$ cat config.mk
export PLATFORM = sky130hd
export DESIGN_NAME = layerMixCtrl
export DESIGN_NICKNAME = d
export VERILOG_FILES = /design/src/rtl/layerMixPkg.sv /design/src/rtl/mixSeqFsm.sv /design/src/rtl/mixCtrlRegs.sv /design/src/rtl/layerMixCtrl.sv
export SDC_FILE = /design/constraint.sdc
export NUM_CORES = 1
export LEC_CHECK = 0
export BUFFER_PORTS_ARGS = -buffer_cell sky130_fd_sc_hd__buf_2
export CAP_MARGIN = 20
export CORE_ASPECT_RATIO = 1.25
export CORE_MARGIN = 2
export CORE_UTILIZATION = 41
export CTS_CLUSTER_SIZE = 40
export DETAILED_ROUTE_END_ITERATION = 7
export PLACE_DENSITY_LB_ADDON = 0.25
export RECOVER_POWER = 25
export REMOVE_ABC_BUFFERS = 1
export SYNTH_ARGS = -nofsm -noshare
export SYNTH_HDL_FRONTEND = slang
export SYNTH_SLANG_ARGS = --single-unit
$ cat constraint.sdc
create_clock -name clk -period 1.6 [get_ports clk]
set_input_delay 0.08 -clock clk [delete_from_list [all_inputs] [get_ports clk]]
set_output_delay 0.08 -clock clk [all_outputs]
set_load 0.1 [all_outputs]
$ cat src/rtl/layerMixPkg.sv
package layerMixPkg;

  // Fixed word addresses; the remaining ones are derived from LAYERS
  localparam int unsigned ADR_CMD   = 0;
  localparam int unsigned ADR_RST   = 1;
  localparam int unsigned ADR_STATE = 2;
  localparam int unsigned ADR_IRQ   = 3;
  localparam int unsigned ADR_ROI   = 4;
  localparam int unsigned ADR_SRC   = 5;
  localparam int unsigned ADR_CH0   = 6;

  // Strobes from the sequencer to the register datapath
  typedef struct packed {
    logic setIrqEn;
    logic setEng;
    logic setPath;
    logic clrIrqEn;
    logic clrEng;
    logic clrStat;
    logic tearDown;
    logic failStop;
  } seqStrobeT;

endpackage

$ cat src/rtl/mixSeqFsm.sv
module mixSeqFsm
  import layerMixPkg::*;
#(
  parameter int unsigned TIMEOUT = 1000
) (
  input  logic      clk,
  input  logic      rstN,
  input  logic      softRst,
  input  logic      startReq,
  input  logic      stopReq,
  input  logic      engineBusy,
  output seqStrobeT strb,
  output logic      seqBusy
);

  localparam int unsigned CNT_W = $clog2(TIMEOUT + 1);
  localparam logic [CNT_W-1:0] CNT_LAST = CNT_W'(TIMEOUT - 1);

  typedef enum logic [2:0] {
    S_IDLE, S_ON_IRQ, S_ON_ENG, S_ON_PATH,
    S_OFF_IRQ, S_OFF_ENG, S_OFF_STAT, S_WAIT
  } seqStateT;

  seqStateT state, stateNext;
  logic [CNT_W-1:0] waitCnt, waitCntNext;

  always_comb begin
    stateNext   = state;
    waitCntNext = '0;
    strb        = '0;
    case (state)
      S_IDLE: begin
        if (stopReq)       stateNext = S_OFF_IRQ;
        else if (startReq) stateNext = S_ON_IRQ;
      end
      S_ON_IRQ:   begin strb.setIrqEn = 1'b1; stateNext = S_ON_ENG;   end
      S_ON_ENG:   begin strb.setEng   = 1'b1; stateNext = S_ON_PATH;  end
      S_ON_PATH:  begin strb.setPath  = 1'b1; stateNext = S_IDLE;     end
      S_OFF_IRQ:  begin strb.clrIrqEn = 1'b1; stateNext = S_OFF_ENG;  end
      S_OFF_ENG:  begin strb.clrEng   = 1'b1; stateNext = S_OFF_STAT; end
      S_OFF_STAT: begin strb.clrStat  = 1'b1; stateNext = S_WAIT;     end
      S_WAIT: begin
        if (!engineBusy) begin
          strb.tearDown = 1'b1;
          stateNext     = S_IDLE;
        end else if (waitCnt == CNT_LAST) begin
          strb.failStop = 1'b1;
          stateNext     = S_IDLE;
        end else begin
          waitCntNext = waitCnt + 1'b1;
        end
      end
      default: stateNext = S_IDLE;
    endcase
  end

  always_ff @(posedge clk or negedge rstN) begin
    if (!rstN) begin
      state   <= S_IDLE;
      waitCnt <= '0;
    end else if (softRst) begin
      state   <= S_IDLE;
      waitCnt <= '0;
    end else begin
      state   <= stateNext;
      waitCnt <= waitCntNext;
    end
  end

  assign seqBusy = (state != S_IDLE);

endmodule

$ cat src/rtl/mixCtrlRegs.sv
module mixCtrlRegs
  import layerMixPkg::*;
#(
  parameter int unsigned LAYERS = 4,
  parameter int unsigned ADDR_W = 4
) (
  input  logic              clk,
  input  logic              rstN,
  input  logic              wrEn,
  input  logic [ADDR_W-1:0] addr,
  input  logic [31:0]       wrData,
  output logic [31:0]       rdData,
  input  logic              engineBusy,
  input  logic              frameDone,
  input  seqStrobeT         strb,
  input  logic              seqBusy,
  output logic              startReq,
  output logic              stopReq,
  output logic              softRst,
  output logic              irq,
  output logic              engineOn,
  output logic              pathOn,
  output logic [LAYERS-1:0] layerOn,
  output logic              stopFail,
  output logic              rejFlag,
  output logic [15:0]       roiWidth,
  output logic [15:0]       roiHeight
);

  localparam int unsigned ADR_ERR  = ADR_CH0 + LAYERS;
  localparam int unsigned ADR_STAT = ADR_ERR + 1;

  localparam logic [ADDR_W-1:0] A_CMD   = ADDR_W'(ADR_CMD);
  localparam logic [ADDR_W-1:0] A_RST   = ADDR_W'(ADR_RST);
  localparam logic [ADDR_W-1:0] A_STATE = ADDR_W'(ADR_STATE);
  localparam logic [ADDR_W-1:0] A_IRQ   = ADDR_W'(ADR_IRQ);
  localparam logic [ADDR_W-1:0] A_ROI   = ADDR_W'(ADR_ROI);
  localparam logic [ADDR_W-1:0] A_SRC   = ADDR_W'(ADR_SRC);
  localparam logic [ADDR_W-1:0] A_ERR   = ADDR_W'(ADR_ERR);
  localparam logic [ADDR_W-1:0] A_STAT  = ADDR_W'(ADR_STAT);

  logic              rstHold;
  logic              irqEn, engEn, pathEn, irqStat;
  logic [LAYERS-1:0] srcEn, chEn, chWr;
  logic [1:0]        errBits;
  logic [31:0]       roiReg;
  logic              srcWr, layerWr, reject;

  assign softRst  = rstHold;
  assign startReq = wrEn && (addr == A_CMD) && wrData[0];
  assign stopReq  = wrEn && (addr == A_CMD) && wrData[1];
  assign srcWr    = wrEn && (addr == A_SRC);
  assign layerWr  = srcWr || (|chWr);
  assign reject   = !rstHold && layerWr && engineBusy;

  // Shared control and status registers
  always_ff @(posedge clk or negedge rstN) begin
    if (!rstN) begin
      rstHold <= 1'b0;
      roiReg  <= '0;
      irqEn   <= 1'b0;
      engEn   <= 1'b0;
      pathEn  <= 1'b0;
      irqStat <= 1'b0;
      srcEn   <= '0;
      errBits <= '0;
    end else begin
      if (wrEn && (addr == A_RST)) rstHold <= wrData[0];
      if (wrEn && (addr == A_ROI)) roiReg  <= wrData;
      if (rstHold) begin
        irqEn   <= 1'b0;
        engEn   <= 1'b0;
        pathEn  <= 1'b0;
        irqStat <= 1'b0;
        srcEn   <= '0;
        errBits <= '0;
      end else begin
        if (strb.setIrqEn)      irqEn <= 1'b1;
        else if (strb.clrIrqEn) irqEn <= 1'b0;
        if (strb.setEng)        engEn <= 1'b1;
        else if (strb.clrEng)   engEn <= 1'b0;
        if (strb.setPath)       pathEn <= 1'b1;
        else if (strb.tearDown) pathEn <= 1'b0;

        if (strb.clrStat)                                irqStat <= 1'b0;
        else if (frameDone && irqEn)                     irqStat <= 1'b1;
        else if (wrEn && (addr == A_IRQ) && !wrData[0]) irqStat <= 1'b0;

        if (strb.tearDown)              srcEn <= '0;
        else if (srcWr && !engineBusy)  srcEn <= wrData[LAYERS-1:0];

        errBits <= ((wrEn && (addr == A_ERR)) ? (errBits & ~wrData[1:0]) : errBits)
                   | {strb.failStop, reject};
      end
    end
  end

  // One read-channel enable per layer
  for (genvar g = 0; g < LAYERS; g++) begin : gChan
    localparam logic [ADDR_W-1:0] A_MY = ADDR_W'(ADR_CH0 + g);
    assign chWr[g] = wrEn && (addr == A_MY);
    always_ff @(posedge clk or negedge rstN) begin
      if (!rstN)                          chEn[g] <= 1'b0;
      else if (rstHold || strb.tearDown)  chEn[g] <= 1'b0;
      else if (chWr[g] && !engineBusy)    chEn[g] <= wrData[0];
    end
  end

  // Read mux; unmapped words read zero
  always_comb begin
    rdData = '0;
    case (addr)
      A_CMD:   rdData[0]   = seqBusy;
      A_RST:   rdData[0]   = rstHold;
      A_STATE: rdData[2:0] = {pathEn, engEn, irqEn};
      A_IRQ:   rdData[0]   = irqStat;
      A_ROI:   rdData      = roiReg;
      A_SRC:   rdData[LAYERS-1:0] = srcEn;
      A_ERR:   rdData[1:0] = errBits;
      A_STAT:  rdData[1:0] = {seqBusy, !engineBusy};
      default: rdData      = '0;
    endcase
    for (int i = 0; i < LAYERS; i++) begin
      if (addr == ADDR_W'(ADR_CH0 + i)) rdData = {31'b0, chEn[i]};
    end
  end

  assign irq       = irqStat;
  assign engineOn  = engEn;
  assign pathOn    = pathEn;
  assign layerOn   = srcEn & chEn;
  assign stopFail  = errBits[1];
  assign rejFlag   = errBits[0];
  assign roiWidth  = roiReg[15:0];
  assign roiHeight = roiReg[31:16];

endmodule

$ cat src/rtl/layerMixCtrl.sv
module layerMixCtrl
  import layerMixPkg::*;
#(
  parameter int unsigned LAYERS  = 4,
  parameter int unsigned ADDR_W  = 4,
  parameter int unsigned TIMEOUT = 1000
) (
  input  logic              clk,
  input  logic              rstN,
  input  logic              wrEn,
  input  logic [ADDR_W-1:0] addr,
  input  logic [31:0]       wrData,
  output logic [31:0]       rdData,
  input  logic              engineBusy,
  input  logic              frameDone,
  output logic              irq,
  output logic              engineOn,
  output logic              pathOn,
  output logic [LAYERS-1:0] layerOn,
  output logic              stopFail,
  output logic [15:0]       roiWidth,
  output logic [15:0]       roiHeight
);

  seqStrobeT strb;
  logic      seqBusy, startReq, stopReq, softRst, rejFlag;

  mixSeqFsm #(.TIMEOUT(TIMEOUT)) uSeq (
    .clk(clk), .rstN(rstN), .softRst(softRst),
    .startReq(startReq), .stopReq(stopReq), .engineBusy(engineBusy),
    .strb(strb), .seqBusy(seqBusy)
  );

  mixCtrlRegs #(.LAYERS(LAYERS), .ADDR_W(ADDR_W)) uRegs (
    .clk(clk), .rstN(rstN), .wrEn(wrEn), .addr(addr), .wrData(wrData),
    .rdData(rdData), .engineBusy(engineBusy), .frameDone(frameDone),
    .strb(strb), .seqBusy(seqBusy), .startReq(startReq), .stopReq(stopReq),
    .softRst(softRst), .irq(irq), .engineOn(engineOn), .pathOn(pathOn),
    .layerOn(layerOn), .stopFail(stopFail), .rejFlag(rejFlag),
    .roiWidth(roiWidth), .roiHeight(roiHeight)
  );

endmodule

==> results.json <==
{
  "clock_skew_ns": 0.0108,
  "clk_pin_slew_ns": 0.06,
  "final_cell_mix": "buf_2 (80), dfrtp_1 (60), and2_1 (34), mux2_2 (34), buf_12 (33)",
  "hold-path-endpoint": "uRegs.srcEn[1]$_DFFE_PN0P_",
  "yosys_warnings": 0,
  "yosys.area_share.simple": 0.215,
  "via_per_inst": 5.04,
  "yosys.area_share.adder": 0.00410,
  "synthXorXnorAreaFrac": 0.0230,
  "timing.final.ws_setup_ns": -0.199,
  "final_common_cell": "buf_2",
  "status": "complete, but fails checks",
  "ant_nets": 0,
  "synth_compound_area_frac": 0.0939,
  "routed_wl_um": 8080,
  "antenna_found_initial": 0,
  "grt_usage": 0.204,
  "timing.final.crit_share": 1.12,
  "register_area_mm2": 0.00150,
  "start_util": 0.417,
  "power.total_mw": 6.44,
  "hold-path-cell-count": 2,
  "ios": 113,
  "slew_headroom": 0.458,
  "critPathMaxFanout": 2,
  "hold_path.startpoint": "wrData[1]",
  "dp_cells": 483,
  "synth_area_mm2": 0.00305,
  "multi_input_area_mm2": 0.00146,
  "grt_overflow": 0,
  "min_path_type": "input port to flop",
  "clock_latency_ns": 0.34,
  "synth.area.mux_share": 0.136,
  "die_h_um": 100,
  "grt_pass1_wl_um": 12600,
  "firstDrtPassIters": 4,
  "max_freq_ghz": 0.556,
  "synthCells": 281,
  "diodes": 0,
  "rsz0062_at_grt": "true",
  "yosysSeqAreaShare": 0.492,
  "p_per_area_mw_per_mm2": 1340,
  "htreeDepth": 3,
  "syn2layout_area_growth_pct": 57.1,
  "die_w_um": 81.2,
  "stdcell_count": 535,
  "rr_startpoint": "uSeq.waitCnt[6]$_DFF_PN0_",
  "arrival_ns": 1.72,
  "clock_sinks": 60,
  "worstSetupEndpointType": "output port",
  "hpwl_um": 5580,
  "p_leak_nw": 2.21,
  "final_util": 0.656,
  "gp_congestion": 0.932,
  "drtIter0Drc": 88,
  "fillerInstances": 545,
  "critical_path.startpoint": "uSeq.state[1]$_DFFE_PN0P_",
  "core_area_mm2": 0.00731,
  "report.final.slew_viol_count": 0,
  "max_slew.worst_pin.slew_ns": 0.813,
  "fin_crit_ns": 1.80,
  "layout-drive-gt1-share": 0.436,
  "die_area_mm2": 0.00815,
  "nets": 480,
  "cts_root_buffer": "clkbuf_8",
  "ys_types": 49,
  "cts_buffer_depth": 2,
  "numCtsBuffers": 9,
  "ir_drop_mv": 1.11,
  "grt_pass1_vias": 2610,
  "maxCapViolCount": 0,
  "synth_top_family_by_area": "simple AND/OR/NAND/NOR gates",
  "detail_route.wl_per_cell_um": 15.1,
  "synth_area_per_cell_um2": 10.9,
  "hold_viol_final": 0,
  "violations": "setup timing",
  "route.detailed.drc": 0,
  "rrSetupSlack_ns": 0.10,
  "io_buffer_count": 112,
  "ys_ff_latch": 60,
  "num_vias": 2694,
  "rr_endpoint": "uSeq.state[2]$_DFFE_PN0P_",
  "cts_tree": "done",
  "setup_viol": 2,
  "worst_setup_path_start_kind": "flop",
  "worstRegToRegCells": 4,
  "path_class": "flop to output port",
  "required_ns": 1.52,
  "rows": 35,
  "grt_start_max_net_pins": 61
}
==> worst max-delay path by stage <==
| stage | end | slack (ns) |
|---|---|---|
| after floorplan | rdData[3] | -1.61 |
| after global placement | uSeq.state[2]$_DFFE_PN0P_ | 0.08 |
| after detailed placement | uSeq.state[2]$_DFFE_PN0P_ | 0.03 |
| after CTS | rdData[1] | -0.19 |
| after global routing | rdData[1] | -0.26 |
| final | rdData[1] | -0.20 |
==> through the flow <==
stage | hold WS, ns | setup slack (ns) | TNS [ns] | instance area, um2
after floorplan | -0.216 | -1.61 | -21.96 | 2960
after global placement | 0.110 | 0.0813 | 0 | 4230
after detailed placement | 0.111 | 0.0271 | 0 | 4230
after CTS | 0.0494 | -0.195 | -0.388 | 4790
after global routing | 0.0646 | -0.262 | -0.505 | 4790
final | 0.0675 | -0.199 | -0.367 | 4790
==> synth_stat cells (all sizes together) <==
cell type / instances / area [um2]
or3b: 1 / 8.76
and2: 34 / 213
nor3b: 1 / 7.51
o21ai: 7 / 35.0
a211oi: 1 / 7.51
a21oi: 8 / 43.8
nor3: 8 / 56.3
a221o: 1 / 10.0
xor2: 3 / 26.3
a32oi: 2 / 17.5
nand2: 17 / 63.8
mux2: 35 / 394
ha: 1 / 12.5
nor2b: 3 / 18.8
a22o: 5 / 43.8
nand3b: 2 / 15.0
a32o: 1 / 10.0
o221ai: 1 / 8.76
nand3: 8 / 40.0
a31oi: 2 / 12.5
a311oi: 1 / 8.76
nand2b: 9 / 71.3
o211ai: 1 / 7.51
nand4: 4 / 25.0
o22ai: 2 / 12.5
or4: 1 / 11.3
and4bb: 2 / 25.0
clkbuf: 6 / 23.8
dfrtp: 60 / 1500
o31ai: 3 / 27.5
buf: 10 / 67.6
and3: 1 / 6.26
o311ai: 1 / 16.3
a221oi: 2 / 17.5
or3: 2 / 12.5
a21o: 1 / 7.51
nor2: 22 / 82.6
inv: 5 / 18.8
mux2i: 2 / 20.0
xnor2: 5 / 43.8
==> flip-flops by register name, summed over array words and instances (netlist names) <==
signal	cells
uSeq.waitCnt	10
uRegs.softRst	1
uRegs.engineOn	1
uSeq.state	3
uRegs.pathOn	1
uRegs.srcEn	4
uRegs.irqEn	1
uRegs.roiReg	32
uRegs.chEn	4
uRegs.irq	1
uRegs.errBits	2
==> layer usage <==
layer	wire length, um	track usage	part of all wire	up-vias
met2	3950	0.338	0.49	110
met5	0	0	0	-
met4	183	0.0991	0.023	0
met1	3520	0.257	0.44	1275
li1	-	-	-	1295
met3	425	0.0323	0.053	14
==> where the power goes <==
group / internal (mW) / switching (mW) / leakage [nW]
logic: 0.729 / 2.36 / 1.33
registers: 1.79 / 0.203 / 0.777
clock network: 0.757 / 0.608 / 0.0983
total: 3.27 / 3.17 / 2.21
==> cell type report <==
type                    instances  share of cell area
repair buffers                161               0.313
well taps                      92              0.0240
inverters                       5             0.00391
clock buffers                  10              0.0287
clock inverters                 6              0.0133
multi-input cells             201               0.304
flip-flops and latches         60               0.313
==> kinds of logic after synthesis <==
family / count (synthesis)
multiplexers: 37
flip-flops: 60
AND/OR/NAND/NOR: 115
adder cells (fa/ha/maj): 1
AO/OA/AOI/OAI: 39
XOR/XNOR: 8
buffers and inverters: 21
==> repair_timing <==
| item | in CTS | in global routing |
|---|---|---|
| gates cloned | 0 | 1 |
| setup buffers | 2 | 1 |
| hold endpoints to repair | 93 | 0 |
| setup endpoints to repair | 2 | 4 |
| hold buffers | 32 | 0 |
| pin swaps | 4 | 3 |
| gates resized for setup | 5 | 2 |
==> worst max-delay path: stages (launching register included) <==
cell and delay, ns:
dfrtp_1 0.40, nor2_2 0.17, nand2_2 0.07, a32o_1 0.22, a221o_1 0.34, buf_12 0.18
Power figures use the tool's default switching activity.
